**src/rtl/regseq_pkg.sv**
```systemverilog
package regseq_pkg;
  localparam int SUB_W  = 6;
  localparam int ADDR_W = 24;
  localparam int DATA_W = 32;
  localparam int WORD_W = 2 + SUB_W + ADDR_W + DATA_W;

  typedef enum logic [2:0] {
    ST_IDLE,
    ST_ISSUE,
    ST_WCMP,
    ST_RHS,
    ST_NHS
  } seq_state_t;

  typedef enum logic [1:0] {
    HS_OFF,
    HS_GO,
    HS_WAIT
  } hs_state_t;
endpackage

```
**src/rtl/regseq_decode.sv**
```systemverilog
module regseq_decode #(
  parameter int SUB_W  = 6,
  parameter int ADDR_W = 24,
  parameter int DATA_W = 32,
  localparam int WORD_W = 2 + SUB_W + ADDR_W + DATA_W
) (
  input  logic [WORD_W-1:0] word,
  output logic              is_read,
  output logic              want_note,
  output logic [SUB_W-1:0]  subsys,
  output logic [ADDR_W-1:0] addr,
  output logic [DATA_W-1:0] wdata
);
  localparam int ADDR_LO = DATA_W;
  localparam int SUB_LO  = DATA_W + ADDR_W;

  always_comb begin
    is_read   = word[WORD_W-1];
    want_note = word[WORD_W-2];
    subsys    = word[SUB_LO +: SUB_W];
    addr      = word[ADDR_LO +: ADDR_W];
    wdata     = word[0 +: DATA_W];
  end
endmodule

```
**src/rtl/regseq_handshake.sv**
```systemverilog
module regseq_handshake
  import regseq_pkg::*;
(
  input  logic clk,
  input  logic rst_n,
  input  logic clr,
  input  logic start,
  input  logic rcvd,
  output logic go,
  output logic busy,
  output logic done
);
  hs_state_t hs_q, hs_d;

  always_comb begin
    hs_d = hs_q;
    done = 1'b0;
    case (hs_q)
      HS_OFF:  if (start) hs_d = HS_GO;
      HS_GO:   if (rcvd)  hs_d = HS_WAIT;
      HS_WAIT: if (!rcvd) begin
        hs_d = HS_OFF;
        done = 1'b1;
      end
      default: hs_d = HS_OFF;
    endcase
    if (clr) begin
      hs_d = HS_OFF;
      done = 1'b0;
    end
  end

  always_ff @(posedge clk or negedge rst_n) begin
    if (!rst_n) hs_q <= HS_OFF;
    else        hs_q <= hs_d;
  end

  assign go   = (hs_q == HS_GO);
  assign busy = (hs_q != HS_OFF);

  // go is held until received is seen
  assert_go_held_R6: assert property (@(posedge clk) disable iff (!rst_n)
    (go && !rcvd && !clr) |=> go);
  // go drops once received is seen
  assert_go_drop_R6: assert property (@(posedge clk) disable iff (!rst_n)
    (go && rcvd) |=> !go);
  // completion only after received has returned low
  assert_done_low_R6: assert property (@(posedge clk) disable iff (!rst_n)
    done |-> (!rcvd && !go));
endmodule

```
**src/rtl/regseq_top.sv**
```systemverilog
module regseq_top
  import regseq_pkg::*;
(
  input  logic              clk,
  input  logic              rst_n,
  input  logic              soft_rst,
  input  logic              fifo_valid,
  input  logic [WORD_W-1:0] fifo_data,
  output logic              fifo_ready,
  output logic              dn_valid,
  input  logic              dn_ready,
  output logic              dn_read,
  output logic [SUB_W-1:0]  dn_subsys,
  output logic [ADDR_W-1:0] dn_addr,
  output logic [DATA_W-1:0] dn_wdata,
  input  logic              cmp_valid,
  input  logic [DATA_W-1:0] cmp_data,
  output logic              rd_go,
  output logic [DATA_W-1:0] rd_data,
  input  logic              rd_rcvd,
  output logic              nt_go,
  input  logic              nt_rcvd
);
  localparam int N_CH = 2;   // channel 0: read return, channel 1: notify
  localparam int CH_RD = 0;
  localparam int CH_NT = 1;

  seq_state_t        st_q, st_d;
  logic [WORD_W-1:0] word_q;
  logic [DATA_W-1:0] rdat_q;
  logic              ld_word, ld_rdat;
  logic              dec_note;
  logic [N_CH-1:0]   hs_start, hs_rcvd, hs_go, hs_busy, hs_done;

  regseq_decode #(
    .SUB_W(SUB_W), .ADDR_W(ADDR_W), .DATA_W(DATA_W)
  ) u_decode (
    .word(word_q), .is_read(dn_read), .want_note(dec_note),
    .subsys(dn_subsys), .addr(dn_addr), .wdata(dn_wdata)
  );

  assign hs_rcvd[CH_RD] = rd_rcvd;
  assign hs_rcvd[CH_NT] = nt_rcvd;

  for (genvar c = 0; c < N_CH; c++) begin : g_hs
    regseq_handshake u_hs (
      .clk(clk), .rst_n(rst_n), .clr(soft_rst),
      .start(hs_start[c]), .rcvd(hs_rcvd[c]),
      .go(hs_go[c]), .busy(hs_busy[c]), .done(hs_done[c])
    );
  end

  assign rd_go = hs_go[CH_RD];
  assign nt_go = hs_go[CH_NT];

  always_comb begin
    st_d     = st_q;
    hs_start = '0;
    ld_word  = 1'b0;
    ld_rdat  = 1'b0;
    case (st_q)
      ST_IDLE:  if (fifo_valid) begin
        ld_word = 1'b1;
        st_d    = ST_ISSUE;
      end
      ST_ISSUE: if (dn_ready) begin
        if (dn_read) begin
          st_d = ST_WCMP;
        end else if (dec_note) begin
          st_d            = ST_NHS;
          hs_start[CH_NT] = 1'b1;
        end else begin
          st_d = ST_IDLE;
        end
      end
      ST_WCMP:  if (cmp_valid) begin
        ld_rdat         = 1'b1;
        hs_start[CH_RD] = 1'b1;
        st_d            = ST_RHS;
      end
      ST_RHS:   if (hs_done[CH_RD]) st_d = ST_IDLE;
      ST_NHS:   if (hs_done[CH_NT]) st_d = ST_IDLE;
      default:  st_d = ST_IDLE;
    endcase
    if (soft_rst) begin
      st_d     = ST_IDLE;
      hs_start = '0;
      ld_word  = 1'b0;
      ld_rdat  = 1'b0;
    end
  end

  always_ff @(posedge clk or negedge rst_n) begin
    if (!rst_n) st_q <= ST_IDLE;
    else        st_q <= st_d;
  end

  always_ff @(posedge clk or negedge rst_n) begin
    if (!rst_n)       word_q <= '0;
    else if (ld_word) word_q <= fifo_data;
  end

  always_ff @(posedge clk or negedge rst_n) begin
    if (!rst_n)       rdat_q <= '0;
    else if (ld_rdat) rdat_q <= cmp_data;
  end

  assign fifo_ready = (st_q == ST_IDLE) && !soft_rst;
  assign dn_valid   = (st_q == ST_ISSUE) && dn_ready && !soft_rst;
  assign rd_data    = rdat_q;

  // no pop while any host exchange is open
  assert_no_fetch_busy_R2: assert property (@(posedge clk) disable iff (!rst_n)
    fifo_ready |-> (hs_busy == '0));
  // an offered instruction is held while downstream is not ready
  assert_hold_pending_R3: assert property (@(posedge clk) disable iff (!rst_n)
    (st_q == ST_ISSUE && !dn_ready && !soft_rst) |=>
      ($stable({dn_read, dn_subsys, dn_addr, dn_wdata}) && st_q == ST_ISSUE));
  // returned read value steady during its exchange
  assert_rdata_stable_R7: assert property (@(posedge clk) disable iff (!rst_n)
    hs_busy[CH_RD] |=> $stable(rd_data));
  // the two go lines never overlap
  assert_one_go_R8: assert property (@(posedge clk) disable iff (!rst_n)
    !(rd_go && nt_go));
  // soft reset clears the handshake outputs
  assert_soft_clear_R9: assert property (@(posedge clk) disable iff (!rst_n)
    soft_rst |=> (!rd_go && !nt_go && st_q == ST_IDLE));
endmodule

```
**config.mk**
```make
export PLATFORM = sky130hd
export DESIGN_NAME = regseq_top
export DESIGN_NICKNAME = d
export VERILOG_FILES = /design/src/rtl/regseq_pkg.sv /design/src/rtl/regseq_decode.sv /design/src/rtl/regseq_handshake.sv /design/src/rtl/regseq_top.sv
export SDC_FILE = /design/constraint.sdc
export NUM_CORES = 1
export LEC_CHECK = 0
export BUFFER_PORTS_ARGS = -buffer_cell sky130_fd_sc_hd__buf_2
export CAP_MARGIN = 10
export CORE_MARGIN = 3
export CORE_UTILIZATION = 50
export DETAILED_ROUTE_END_ITERATION = 6
export GPL_TIMING_DRIVEN = 0
export HOLD_SLACK_MARGIN = 0.12
export PLACE_DENSITY = 0.86
export SLEW_MARGIN = 20
export SYNTH_ARGS = -nofsm -noshare
export SYNTH_HDL_FRONTEND = slang
export SYNTH_SLANG_ARGS = --single-unit
```
**constraint.sdc**
```tcl
create_clock -name clk -period 3.1 [get_ports clk]
set_input_delay 0.31 -clock clk [delete_from_list [all_inputs] [get_ports clk]]
set_output_delay 0.31 -clock clk [all_outputs]
set_load 0.005 [all_outputs]
```
======== Yosys cells after proc, flatten, opt, wreduce, memory -nomap -nowiden ========
Index checks and enable logic that the tools add are counted.
operators by class
  equal/unequal tests ..................... 19
  multiplexer cells ....................... 36
  reduce and logical (&&, ||, !) cells .... 10
operators with widths
  kind                                                    number
  two-way mux 3 bit                                       8
  inequality test 3 bit (second input constant)           7
  two-way mux 2 bit                                       9
  two-way mux 1 bit                                       16
  one-hot mux 3 bit (5 select lines)                      1
  inequality test 3 x 2 -> 1 bit (second input constant)  4
  one-hot mux 2 bit (3 select lines)                      2
  == test 3 x 2 -> 1 bit (second input constant)          2
  AND reduction 3 bit                                     2
  AND reduction 5 bit                                     1
  == test 2 x 1 -> 1 bit (second input constant)          2
  == test 2 bit (second input constant)                   2
  zero test 2 bit                                         2
  == test 3 x 1 -> 1 bit (second input constant)          1
  == test 3 bit (second input constant)                   1
  logical AND 1 bit                                       3
  zero test 3 bit                                         1
  zero test 1 bit                                         1
word-level totals
  input port bits ......................... 104
  output and inout bits ................... 99
  flip-flop bits (word level) ............. 103

======== Longest topological paths before layout ========
Gate-level depths: netlist of the first run.
  depth after elaboration ................. 8
  gate-level depth with buffers ........... 5
  gate-level depth less buffers ........... 3

======== Cells and area by module ========
A second synthesis of the first run with hierarchy kept.
second synthesis, totals
  cells, all modules ...................... 312
  area total of the unflattened synthesis .. 4495.6 um^2
modules (own cells, without submodules)
  module            sequential area each (um^2)  instances  area an instance (um^2)  cells each
  regseq_top        2477.4                       1          3779.9                   228
  regseq_decode     0.0                          1          480.5                    64
  regseq_handshake  50.0                         2          117.6                    10

======== Least setup slack after synthesis of the first run ========
OpenSTA, ideal clock, no wires.
  path kind ............................... flip-flop to flip-flop
  start point ............................. register st_q[1]
  end point ............................... register word_q[10]
  library setup time ...................... 125 ps
  arrival time ............................ 1429 ps
  cell stages (with the launch flop) ...... 5
  required time ........................... 2975 ps
  buffers on the path ..................... 1
  path slack .............................. 1546 ps
  cells stage by stage .................... dfrtp_1 nor4_4 nand2_4 buf_6 mux2_4
between the ends
  word-level cells in the longest chain between the ends .. 3
ends and longest elaborated chain
  item                    line               RTL
  from (decl)             regseq_top.sv:28   seq_state_t st_q, st_d;
  from (signal assigned)  regseq_top.sv:95   else st_q <= st_d;
  zero test 3 bit         regseq_top.sv:61   case (st_q)
  two-way mux 1 bit       regseq_top.sv:61
  two-way mux 1 bit       regseq_top.sv:85   if (soft_rst) begin
  to (signal assigned)    regseq_top.sv:100  else if (ld_word) word_q <= fifo_data;
  to (decl)               regseq_top.sv:29   logic [WORD_W-1:0] word_q;
No other way between the ends.
A chain may end at the register's enable or synchronous reset.

======== Worst setup path after layout of the first run ========
  start point ............................. register st_q[0]
  end point ............................... register rdat_q[17] (netlist: rd_data[17])
between the ends
  word-level cells in the longest chain between the ends .. 3
ends and longest elaborated chain
  item                    line               RTL
  == test 3 x 2 -> 1 bit  regseq_top.sv:61
  two-way mux 1 bit       regseq_top.sv:61
  two-way mux 1 bit       regseq_top.sv:85
  to (signal assigned)    regseq_top.sv:105  else if (ld_rdat) rdat_q <= cmp_data;
  to (decl)               regseq_top.sv:30   logic [DATA_W-1:0] rdat_q;
No other way between the ends.

==> flow_summary.yaml, run 1 <==
power:
  irDropWorstVdd_mv: 0.330
  switching_share_pct: 27.6
  clockPowerShare_pct: 20.6
  power_frac_comb_pct: 28.5
  seqPwrFrac_pct: 50.9
  total_power_w: 0.00370
  power.switching_w: 0.00102
  internal-power_w: 0.00268
  leakage_nw: 3.06
  p_per_area_nw_per_um2: 664
drt:
  routedWlPerCell_um: 16.0
  ant_nets: 0
  remaining_drc_errors: 0
  routed_wirelength_um: 9000
  vias_per_cell: 4.87
  vias: 2744
  drt_iter0_drc: 63
  first_pass_iters: 6
synthesis:
  synth_area_leaders: "dfrtp_1 (61%), mux2_4 (21%), mux2_2 (9.9%)"
  synth_top_area_share_pct: 61.1
  synth_flop_cell: "dfrtp_1"
  synth_edf_count: 0
  ys_ff_latch: 103
  syn-num-nets: 346
  syn_area_sq_um: 4220
  ys_seq_area_share_pct: 61.1
  ys_types: 25
  async_flop_share_pct: 100
  synth_common_cells: "dfrtp_1 (103), mux2_4 (60), mux2_2 (37), buf_6 (6), buf_2 (4)"
  syn_avg_cell_area_sq_um: 17.4
  synth_most_common_cell: "dfrtp_1"
  syn_inst: 242
  ys_warn_count: 0
  yosysTopAreaCell: "dfrtp_1"
timing:
  fin_skew_ps: 15.4
  fmax_mhz: 560
  finalMaxSlewViolations: 0
  setup_violations: 0
  tightestPinTransition_ps: 393
  worst_slack_ps: 1310
  setup_tns_ps: 0
  hold_viol_final: 0
  fin_crit_ps: 1790
  timing.final.crit_share_pct: 57.6
  slew_headroom_pct: 73.8
  rsz0062_at_grt: "false"
min_path:
  hp-class: "primary input to flop"
floorplan:
  die_w_um: 97.8
  rows: 32
  pin_count: 203
  start_util_pct: 52.9
  die-area_sq_um: 9570
  die_h_um: 97.8
  core_sq_um: 7970
critical_path:
  required_ps: 3340
  critPathSlowestCell: "dfrtp_1"
  cp-start-kind: "flop"
  r2r-end: "rd_data[17]$_DFFE_PN0P_"
  critPathLaunch: "st_q[0]$_DFFE_PN0P_"
  reg2reg_from: "st_q[0]$_DFFE_PN0P_"
  crit_type: "flop to flop"
  reg2regPathDepth: 4
  cp_max_fo: 10
  critPathCaptureType: "flop"
  cp_data_arrival_time_ps: 2020
  cp-endpoint: "rd_data[17]$_DFFE_PN0P_"
  rrSetupSlack_ps: 1310
  path_cells: "nand4bb_1, nor2_2, buf_2, mux2_2"
  slowest_delay_ps: 490
final_layout:
  diodes: 0
  multi_input_area_sq_um: 1540
  syn2layout_area_growth_pct: 32.2
  drive_gt1_share_pct: 71.1
  fin_nets: 560
  nFillCells: 584
  seq_area_sq_um: 2580
cts:
  cts_buffers: 9
  cts.clk_slew.worst_paths_ps: 110
  cts_tree: "built"
  cts_sinks: 103
  cts_setup_buffers: 0
  clk-insertion-delay-late_ps: 360
  clockBufferDepth: 2
  htreeDepth: 3
  clockRootBuffer: "clkbuf_8"
global_routing:
  grt_pass1_wl_um: 15000
  antenna_found_initial: 0
  grt_max_degree: 82
  track_usage_pct: 19.5
  grt_pass1_vias: 2983
  overflow: 0
placed_design:
  dpl_worst_slack_ps: 1300
  io_buffers: 201
  place.gp.congestion: 0.751
  dpl.hpwl_um: 6920
flow_run:
  cap_viol_max_count: 0
status:
  status: "finished clean"
==> layout make-up <==
| type | instances | area share, % |
|---|---|---|
| sequential | 103 | 46.2 |
| multi-input combinational | 127 | 27.7 |
| timing repair buffer | 203 | 18.8 |
| tap | 102 | 2.29 |
| clock buffer | 9 | 2.22 |
| buffer | 10 | 1.57 |
| clock inverter | 7 | 1.01 |
| inverter | 2 | 0.135 |
==> power by group through the flow <==
stage / logic [W] / registers (W) / clock network (W)
4_1_cts: 0.00108 / 0.00188 / 0.000791
2_1_floorplan: 0.000509 / 0.00193 / 0
6_report: 0.00105 / 0.00188 / 0.000763
5_1_grt: 0.00114 / 0.00193 / 0.000850
3_5_place_dp: 0.00108 / 0.00190 / 0
3_3_place_gp: 0.00104 / 0.00189 / 0
==> critical path: cells and delay by family, from the launching register on <==
kind | cells | cell delay, ps
flip-flops | 1 | 490
buffers and inverters | 1 | 280
AND/OR/NAND/NOR | 2 | 520
multiplexers | 1 | 370
==> metal layers <==
metal	part of all wire, %	wire length [um]	GRT usage (%)	vias to the layer above
li1	-	-	-	1287
met1	41	3720	25.3	1320
met2	50	4470	31.9	125
met3	7.6	685	5.36	12
met4	1.4	127	6.71	0
met5	0	0	0	-
==> how the worst min path moves through the flow <==
stage	cells past startpoint	startpoint	end
after floorplan	0	rst_n	g_hs[0].u_hs.hs_q[0]$_DFFE_PN0P_
after global routing	2	fifo_data[16]	word_q[16]$_DFFE_PN0P_
after global placement	1	rd_data[9]$_DFFE_PN0P_	rd_data[9]$_DFFE_PN0P_
after CTS	2	fifo_data[16]	word_q[16]$_DFFE_PN0P_
after detailed placement	1	rst_n	word_q[53]$_DFFE_PN0P_
final	2	fifo_data[16]	word_q[16]$_DFFE_PN0P_
==> state kept, by name, summed over array words and instances (netlist names) <==
name and flops:
g_hs.u_hs.hs_q 4, rd_data 32, st_q 3, word_q 64
==> placed cells by master (no fill, tap or decap), types with 2 or more instances in the layout <==
cell       netlist  routed
a21oi_1          2       2
buf_2            4     204
buf_6            6       7
clkbuf_8         0       9
clkinv_4         0       3
dfrtp_1        103     103
inv_1            2       2
inv_6            0       2
mux2_2          37      37
mux2_4          60      60
nand2b_1         2       2
nand4bb_1        2       2
nor2_1           3       3
nor2b_1          2       2
nor3_1           3       3
nor3b_1          3       3
xnor2_1          2       2
==> logic make-up after synthesis <==
kind of cell           Yosys count  share of synthesized area, %
buffers and inverters           12                          2.26
AND/OR/NAND/NOR                 21                          3.77
AO/OA/AOI/OAI                    7                          1.19
flip-flops                     103                          61.1
XOR/XNOR                         2                         0.416
multiplexers                    97                          31.2
==> metrics by stage <==
step                util [%]  hold slack (ps)  instance area (sq um)  cells
floorplan                  -             14.4                   4220    242
global placement        67.1              483                   5350    545
detailed placement      67.6              177                   5380    546
CTS                     70.0              152                   5570    563
global route            70.0              136                   5570    563
finish                  70.0              170                   5570    563
==> timing repair <==
| action | 4_1_cts | 5_1_grt |
|---|---|---|
| hold endpoints to repair | 22 | 0 |
| hold buffers | 1 | 0 |
| gates resized for setup | 0 | 0 |
No activity file was read; power rests on OpenSTA's default activity.
==> inputs of run 2 (changes only) <==
- CORE_UTILIZATION: 50 -> 46
- PLACE_DENSITY: 0.86 -> 0.8
- clock period: 3.1 -> 1.73 ns (I/O delays scaled with it)
==> run 2 against run 1 <==
Compared with the run above: worst setup slack got worse by 1300 ps; critical path type unchanged; highest routed layer unchanged; non-clock buffer count increased by 100; routed wire length increased by 26%.
==> flow_summary.yaml, run 2 (synthesis gave the netlist of run 1 again) <==
status:
  status: "finished clean"
final_layout:
  fin_nets: 660
  final_common_cell: "buf_2"
  nFillCells: 537
  largest-register: "word_q"
  fin_util_pct: 75.0
  layout_common_cells: "buf_2 (201), dfrtp_1 (100), dlygate4sd3_1 (99), mux2_4 (60), mux2_2 (37)"
  largest_register_ffs: 64
  diodes: 0
  stdcell_area_sq_um: 6600
  drive_gt1_share_pct: 59.5
  fin_cells: 668
  syn2layout_area_growth_pct: 56.6
timing:
  fmax_mhz: 600
  hold_viol_final: 0
  fin_skew_ps: 12.0
  tightestPinTransition_ps: 358
  timing.final.crit_share_pct: 96.3
  fin_crit_ps: 1670
  rsz0062_at_grt: "false"
  setup_violations: 0
  slew_headroom_pct: 76.1
  finalMaxSlewViolations: 0
global_routing:
  grt_pass1_vias: 3578
  track_usage_pct: 22.0
  antenna_found_initial: 0
  grt_max_degree: 71
  overflow: 0
  grt_pass1_wl_um: 17700
critical_path:
  cp-endpoint: "rd_data[10]$_DFFE_PN0P_"
  cp.depth: 4
  reg2reg_from: "st_q[2]$_DFFE_PN0P_"
  cp-start-kind: "flop"
  path_buf_inv: 1
  crit_family: "flip-flops"
  cp_max_fo: 10
  cp_data_arrival_time_ps: 1900
  slowest_delay_ps: 480
  r2r-end: "rd_data[10]$_DFFE_PN0P_"
  critPathLaunch: "st_q[2]$_DFFE_PN0P_"
  critPathSlowestCell: "dfrtp_2"
  path_cells: "nand4bb_1, nor2_4, clkbuf_4, mux2_2"
  required_ps: 1970
  rrSetupSlack_ps: 60
  critPathCaptureType: "flop"
  crit_type: "flop to flop"
  reg2regPathDepth: 4
cts:
  cts.clk_slew.worst_paths_ps: 100
  clockBufferDepth: 2
  clk-insertion-delay-late_ps: 350
  clockRootBuffer: "clkbuf_8"
  cts_tree: "built"
  htreeDepth: 3
  cts_buffers: 9
  cts_sinks: 103
placed_design:
  place.gp.congestion: 0.728
  placed_cells: 552
  place_area_sq_um: 5390
  io_buffers: 201
  dpl.hpwl_um: 6830
floorplan:
  pin_count: 203
  start_util_pct: 47.9
  die-area_sq_um: 10400
  die_w_um: 102
  rows: 34
  die_h_um: 102
  core_sq_um: 8810
flow_run:
  cap_viol_max_count: 0
drt:
  drt_iter0_drc: 56
  routedWlPerCell_um: 16.9
  vias: 3173
  routed_wirelength_um: 11300
  first_pass_iters: 4
  vias_per_cell: 4.75
  remaining_drc_errors: 0
  ant_nets: 0
power:
  p_per_area_nw_per_um2: 1050
  irDropWorstVdd_mv: 0.623
  leakage_nw: 3.46
min_path:
  hp-class: "primary input to flop"
run 2: cell count changes in the layout (fill, tap and decap cells not counted), moves of 3 or more:
| cell | change |
|---|---|
| dlygate4sd3_1 | +98 |
| buf_2 | -3 |
| clkbuf_4 | +3 |
| dfrtp_1 | -3 |
| dfrtp_2 | +3 |
run 2: how the worst min path moves through the flow:
| stage | start | endpoint | slack, ps | cells past startpoint |
|---|---|---|---|---|
| 2_1_floorplan | rst_n | g_hs[0].u_hs.hs_q[0]$_DFFE_PN0P_ | -120 | 0 |
| 3_3_place_gp | fifo_data[57] | word_q[57]$_DFFE_PN0P_ | 400 | 2 |
| 3_5_place_dp | rst_n | word_q[19]$_DFFE_PN0P_ | 80 | 1 |
| 4_1_cts | soft_rst | st_q[2]$_DFFE_PN0P_ | 140 | 2 |
| 5_1_grt | soft_rst | g_hs[0].u_hs.hs_q[0]$_DFFE_PN0P_ | 200 | 2 |
| 6_report | soft_rst | st_q[2]$_DFFE_PN0P_ | 180 | 2 |
run 2: per-stage QoR:
stage | total power [W] | hold WS (ps) | setup TNS (ps) | setup WS [ps]
floorplan | 0.00436 | -123 | 0 | 176
global placement | 0.00523 | 403 | -52390 | -517
detailed placement | 0.00533 | 84.0 | 0 | 9.04
CTS | 0.00691 | 137 | 0 | 2.91
global route | 0.00728 | 203 | 0 | 9.33
finish | 0.00692 | 177 | 0 | 63.7
run 2: what timing repair did:
| item | 4_1_cts | 5_1_grt |
|---|---|---|
| endpoints found under the setup margin | 0 | 89 |
| gates resized for setup | 0 | 8 |
| buffers inserted | 0 | 2 |
| hold buffers | 99 | 0 |
| hold endpoints to repair | 202 | 0 |
run 2: layout make-up:
type | instances | area (sq um) | share of cell area, %
Multi-Input combinational cell | 127 | 1550 | 23.5
Clock buffer | 11 | 151 | 2.29
Inverter | 2 | 7.51 | 0.114
Sequential cell | 103 | 2580 | 39.1
Timing Repair Buffer | 303 | 2050 | 31.0
Buffer | 10 | 95.1 | 1.44
Clock inverter | 4 | 31.3 | 0.474
Tap cell | 108 | 135 | 2.05
run 2: worst register-to-register path: cells and delay by family, from the launching register on:
family / cells / cell delay [ps]
buf+inv: 1 / 250
simple gates: 2 / 470
mux: 1 / 370
flops: 1 / 480
run 2: where the power goes:
part	leakage, nW	internal [W]	switching, W	total [W]
clock	0.0836	0.000598	0.000806	0.00140
sequential	1.27	0.00303	0.000365	0.00340
combinational	2.11	0.00138	0.000735	0.00212
total	3.46	0.00501	0.00191	0.00692
run 2: metal layers:
metal | global-route usage (%) | share of wire [%] | up-vias | wire length (um)
met2 | 39.0 | 52 | 124 | 5870
met1 | 26.3 | 40 | 1549 | 4530
met5 | 0 | 0 | - | 0
met3 | 5.03 | 6.3 | 17 | 717
met4 | 7.36 | 1.7 | 0 | 191
li1 | - | - | 1483 | -
